**src/rtl/rte_unwind.sv**
```systemverilog
module rte_unwind #(
  parameter int AW = 32,
  parameter logic [127:0] FMT_BYTES = 128'h0000_0000_0000_0000_0000_0010_000C_0008
) (
  input  logic          clk,
  input  logic          rst_n,
  input  logic          start,
  input  logic [AW-1:0] sp_in,
  input  logic [15:0]   sr_in,
  input  logic [AW-1:0] rte_pc,
  output logic          mem_req,
  output logic [AW-1:0] mem_addr,
  input  logic [31:0]   mem_rdata,
  input  logic          mem_ready,
  output logic          busy,
  output logic          done,
  output logic [15:0]   new_sr,
  output logic [31:0]   new_pc,
  output logic [AW-1:0] new_sp,
  output logic          format_fault,
  output logic          addr_fault,
  output logic [15:0]   fault_sr,
  output logic [AW-1:0] fault_pc
);

  typedef enum logic [1:0] {S_IDLE, S_FMT, S_SR} state_t;

  state_t        st;
  logic [AW-1:0] sp_q, rpc_q;
  logic [15:0]   sr_q, pclo_q;
  logic [7:0]    size_q;

  logic [3:0]  fmt_code;
  logic [7:0]  fmt_size;
  logic        fmt_ok;
  logic [31:0] pc_full;

  assign fmt_code = mem_rdata[15:12];
  assign fmt_size = FMT_BYTES[{fmt_code, 3'b000} +: 8];
  assign fmt_ok   = fmt_size != 8'd0;
  assign pc_full  = {mem_rdata[15:0], pclo_q};

  assign busy     = st != S_IDLE;
  assign mem_req  = busy;
  assign mem_addr = (st == S_FMT) ? sp_q + AW'(4) : sp_q;
  assign fault_sr = sr_q;
  assign fault_pc = rpc_q;

  always_ff @(posedge clk) begin
    if (!rst_n) begin
      st           <= S_IDLE;
      sp_q         <= '0;
      rpc_q        <= '0;
      sr_q         <= '0;
      pclo_q       <= '0;
      size_q       <= '0;
      done         <= 1'b0;
      format_fault <= 1'b0;
      addr_fault   <= 1'b0;
      new_sr       <= '0;
      new_pc       <= '0;
      new_sp       <= '0;
    end else begin
      done         <= 1'b0;
      format_fault <= 1'b0;
      addr_fault   <= 1'b0;
      case (st)
        S_IDLE: if (start) begin
          sp_q  <= sp_in;
          sr_q  <= sr_in;
          rpc_q <= rte_pc;
          st    <= S_FMT;
        end
        S_FMT: if (mem_ready) begin
          if (!fmt_ok) begin
            format_fault <= 1'b1;
            st           <= S_IDLE;
          end else begin
            pclo_q <= mem_rdata[31:16];
            size_q <= fmt_size;
            st     <= S_SR;
          end
        end
        S_SR: if (mem_ready) begin
          if (pc_full[0]) begin
            addr_fault <= 1'b1;
          end else begin
            done   <= 1'b1;
            new_sr <= mem_rdata[31:16];
            new_pc <= pc_full;
            new_sp <= sp_q + AW'(size_q);
          end
          st <= S_IDLE;
        end
        default: st <= S_IDLE;
      endcase
    end
  end

  p_reset_quiet_r1: assert property (@(posedge clk) !rst_n |=> !busy && !mem_req && !done && !format_fault && !addr_fault);
  p_one_outcome_r9: assert property (@(posedge clk) disable iff (!rst_n) $onehot0({done, format_fault, addr_fault}));
  p_pulse_once_r9:  assert property (@(posedge clk) disable iff (!rst_n) (done || format_fault || addr_fault) |=> !(done || format_fault || addr_fault));
  p_addr_hold_r8:   assert property (@(posedge clk) disable iff (!rst_n) (mem_req && !mem_ready && busy) |=> mem_req && $stable(mem_addr));
  p_even_pc_r6:     assert property (@(posedge clk) disable iff (!rst_n) done |-> !new_pc[0]);
  p_fault_idle_r10: assert property (@(posedge clk) disable iff (!rst_n) (format_fault || addr_fault) |-> $stable(fault_pc) && $stable(fault_sr));

endmodule

```
**config.mk**
```make
export PLATFORM = sky130hd
export DESIGN_NAME = rte_unwind
export DESIGN_NICKNAME = d
export VERILOG_FILES = /design/src/rtl/rte_unwind.sv
export SDC_FILE = /design/constraint.sdc
export NUM_CORES = 1
export LEC_CHECK = 0
export BUFFER_PORTS_ARGS = -buffer_cell sky130_fd_sc_hd__buf_2
export CAP_MARGIN = 15
export CORE_MARGIN = 8
export CORE_UTILIZATION = 50
export DETAILED_ROUTE_END_ITERATION = 10
export GPL_ROUTABILITY_DRIVEN = 0
export HOLD_SLACK_MARGIN = 0.06
export MAX_ROUTING_LAYER = met4
export PLACE_DENSITY_LB_ADDON = 0.1
export SLEW_MARGIN = 10
export SYNTH_ARGS = -nofsm -noshare
export SYNTH_HDL_FRONTEND = slang
export SYNTH_SLANG_ARGS = --single-unit
```
**constraint.sdc**
```tcl
create_clock -name clk -period 3.2 [get_ports clk]
set_input_delay 0.8 -clock clk [delete_from_list [all_inputs] [get_ports clk]]
set_output_delay 0.8 -clock clk [all_outputs]
set_load 0.005 [all_outputs]
```
# ---- Yosys cells after proc, flatten, opt, wreduce, memory -nomap -nowiden
# Index checks and enable logic that the tools add are counted.
dict set report word_totals {
  reg_bits 188
  output_inout_bits 165
  word_cells 39
}
dict set report op_classes {
  addsub 2
  n_eq_ne 5
  n_shift 1
  n_mux 9
  n_bitwise 1
  reduce_logical 9
}
# operator count
set op_table {}
lappend op_table {{indexed part select 128 x 8 -> 8 bit, first input constant} 1}
lappend op_table {{adder 32 x 3 -> 32 bit, second input constant} 1}
lappend op_table {{adder 32 x 8 -> 32 bit} 1}
lappend op_table {{two-way mux 32 bit} 1}
lappend op_table {{AND reduction 3 bit} 5}
lappend op_table {{two-way mux 2 bit} 4}
lappend op_table {{nonzero test 8 bit} 1}
lappend op_table {{!= test 2 bit, second input constant} 3}
lappend op_table {{case mux 2 bit (3 select lines)} 1}
lappend op_table {{two-way mux 1 bit} 3}
lappend op_table {{== test 2 x 1 -> 1 bit, second input constant} 1}
lappend op_table {{== test 2 bit, second input constant} 1}
lappend op_table {{zero test 2 bit} 1}
lappend op_table {{AND reduction 2 bit} 1}
lappend op_table {{nonzero test 2 bit} 1}
lappend op_table {{inverter 1 bit} 1}

# ---- Longest topological paths before layout
dict set report depth {
  word_depth 5
  depth_mapped 8
}

# ---- Worst setup path before layout
# OpenSTA, ideal clock, no wires.
dict set report synth_timing {
  path_type {register to output}
  from {register sp_q[8]}
  to {output mem_addr[21]}
  t_arrival_ps 1676
  setup_slack_ps 724
  path_stages_with_launch 6
  path_buffers 1
  path_cell_list {dfxtp_1 -> clkbuf_8 -> nand4_2 -> or3_4 -> or4_4 -> xnor2_2}
}
dict set report synth_between {
  elab_chain_cells 2
}
# item line
set synth_rtl {}
lappend synth_rtl {{start: declaration} 29} ;# logic [AW-1:0] sp_q, rpc_q;
lappend synth_rtl {{start signal: assignment} 69} ;# sp_q <= sp_in;
lappend synth_rtl {{adder 32 x 3 -> 32 bit} 45} ;# assign mem_addr = (st == S_FMT) ? sp_q + AW'(4) : sp_q;
lappend synth_rtl {{two-way mux 32 bit} 45}
lappend synth_rtl {{end: declaration} 12} ;# output logic [AW-1:0] mem_addr,
# No other way between the ends.

# ---- Worst setup path in the final report
dict set report layout_timing {
  from {register sp_q[22]}
  to {output mem_addr[27]}
}
# Same word-level chain as after synthesis.

==> results.txt <==
status - finished, final reports clean
Min-Delay Path Depth - 2
crit share post-route - 96.9%
MaxCap Viol Count - 0
Die ar. - 19600 um^2
Worst Tran Pin Value - 0.890 ns
P_sw - 1270 uW
CTS tree - yes
htree depth - 4
clock buffer depth - 2
Final TNS setup - 0 ns
worst hold path class - flip-flop to flip-flop
GR Layer Usage met3 - 8.22%
Global Route met2 Usage - 36.2%
Initial DRC Count - 452
Post-synth EDFFs - 0
nets - 1325
Register Area - 3680 um^2
PwrDens - 501 nW/um^2
final hold violations - 0
first-pass GRT wire length - 36.7 mm
Final min period - 3.10 ns
critical path peak fanout - 7
Final Routed Wirelength - 23.3 mm
crit end category - primary output
async set-or-reset flop fraction in the synthesized netlist - 0%
Synth top area share - 47.7%
setup repair bufs after CTS - 0
Arrival @ worst endpoint - 2.30 ns
core area - 15100 um^2
Comb power frac - 8.8%
Starting Density - 50.9%
DRC viols - 0
Crit Path Category - flip-flop to primary output
flop-to-flop setup slack - 0.74 ns
IO buf count - 279
most area-hungry cell type in the Yosys netlist - dfxtp_1
Critical-path top delay cell - or4_4
Post-DRT Antenna Nets - 0
total CTS buffers - 17
final hold slack - 0.447 ns
RSZ-0062 raised after global routing - false
final setup margin - 0.100 ns
crit start category - flip-flop
synthesized net count - 1095
Clk network pwr share - 41.2%
worst reg-to-reg path cell count - 8
GR Util met1 - 29.3%
Multi-input gate area - 3580 um^2
initial antenna violation count - 2
Remaining Overflow, GRT - 0
DP HPWL - 17.1 mm
P_leak - 0.00415 uW
CTS Sinks - 183
DP Cell Count - 1373
clock-pin transition on the worst setup and hold timing paths - 0.07 ns
CP Cell Sequence - nand4_1, or2_2, or4_4, xnor2_2, buf_2
Reg power frac - 50.0%
post-route insts no fill - 1407
CTS root buffer - clkbuf_16
Final Max Slew Viols - 0
hold buffers post-CTS - 0
CTS resizes - 0
worst r2r src - sp_q[2]$_SDFFE_PN0P_
Highest Clock Rate - 0.323 GHz
filler instances - 1387
via/cell ratio - 5.28
ys flop type - dfxtp_1
ratio of cells with drive above 1 in the final layout - 29.3%
Netlist cell types - 52
Peak supply drop - 0.372 mV
register area share after synthesis - 47.7%
Die Span X - 140 um
RR Endpoint - new_sp[24]$_SDFFE_PN0P_
FF+latch count, synth - 183
Synthesis Warnings - 0
Ports - 281
final setup vio count - 0
DR vias - 7426
largest net degree at the start of global routing - 61
synthesized netlist cell count - 974
Hold Path Sink - new_pc[5]$_SDFFE_PN0P_
Rows - 45
clock latency on the worst-skew pair - 0.43 ns
Avg WL per Cell - 16.6 um
vias in the first global route - 7218
Initial DRT Pass Iterations - 5
die height - 140 um
Area contributors post-synth - dfxtp_1, nand2_1, a21oi_1
synthesized cell area - 7690 um^2
Max-slew headroom - 40.6%
Final Skew - 0.0105 ns
worst hold start - pclo_q[5]$_SDFFE_PN0P_
pre-CTS setup slack - 0.476 ns
switching share of total power - 26.3%
CP peak stage delay - 0.50 ns
P_int - 3560 uW
Area growth syn-to-layout - 25.6%
all-layer global routing usage - 23.9%
required time of the critical path - 2.40 ns
gr busiest metal - met2
synthesized area per cell - 7.89 um^2
power groups by stage:
stage	clock network, uW	logic, uW	registers (uW)
5_1_grt	2120	472	2430
2_1_floorplan	0	240	2440
6_report	1990	423	2420
3_3_place_gp	0	424	2460
3_5_place_dp	0	427	2460
4_1_cts	2030	429	2410
sequential cells by signal (all words and copies together), names as in the netlist:
name and count:
new_sp 32, fault_pc 32, sp_q 32, addr_fault 1
new_sr 16, new_pc 31, done 1, fault_sr 16
format_fault 1, pclo_q 16, size_q 3, st 2
cells by family after synthesis:
kind of cell	share of synthesized area, %
simple gates	24.6
compound gates	16.0
flops	47.7
buf+inv	6.15
xor+xnor	4.64
fa+ha+maj	0.912
other cells	0.0488
synth_stat cells (all sizes together), types with 7 or more instances:
cell      n
nand4    16
xor2     13
or3      13
xnor2    26
a21oi   164
buf      16
a31oi    12
nand2   319
nand3    15
dfxtp   183
nor3      8
clkbuf   68
nor2     15
o21ai    36
a211oi    7
per-stage QoR:
step,utilization (%),cell area [um^2],power [uW]
floorplan,-,7690,2680
global route,64.0,9650,5020
global placement,60.1,9060,2880
CTS,63.8,9620,4870
detailed placement,60.1,9060,2890
finish,64.0,9650,4830
layer usage:
layer | vias up | share of wire, %
met4 | 0 | 1.3
met1 | 3415 | 44
met3 | 24 | 9.1
met2 | 269 | 46
met5 | - | 0
li1 | 3718 | -
placed cells by master, fill, tap and decap left out, types with 5 or more instances in the layout:
master,count
nand2_1,318
buf_2,279
dfxtp_1,172
a21oi_1,164
o21ai_0,35
xnor2_1,24
clkbuf_16,17
nor2_1,15
nand3_1,15
nand4_1,14
xor2_1,13
a31oi_1,12
buf_4,12
dfxtp_2,11
or3_1,9
nor3_1,8
a211oi_1,7
inv_6,7
and3_1,6
o31ai_1,6
inv_1,5
nor4_1,5
critical path, delay by kind of cell (launching register included):
family,cells,cell delay [ns]
buffers and inverters,1,0.13
XOR/XNOR,1,0.14
AND/OR/NAND/NOR,3,1.14
flip-flops,1,0.46
area by class of cell:
class	instances	area share, %
Timing Repair Buffer	295	16.2
Multi-Input combinational cell	701	37.1
Clock buffer	18	4.45
Antenna cell	2	0.0519
Clock inverter	14	1.36
Inverter	6	0.259
Tap cell	188	2.44
Sequential cell	183	38.1
how the worst max path moves through the flow:
stage                               start            to  cells past startpoint
floorplan            sp_q[8]$_SDFFE_PN0P_  mem_addr[21]                      5
global placement     sp_q[9]$_SDFFE_PN0P_  mem_addr[27]                      5
detailed placement   sp_q[9]$_SDFFE_PN0P_  mem_addr[27]                      5
CTS                 sp_q[17]$_SDFFE_PN0P_  mem_addr[27]                      5
global route           st[1]$_SDFFE_PN0P_  mem_addr[17]                      5
finish              sp_q[22]$_SDFFE_PN0P_  mem_addr[27]                      5
No activity file was read; power rests on OpenSTA's default activity.
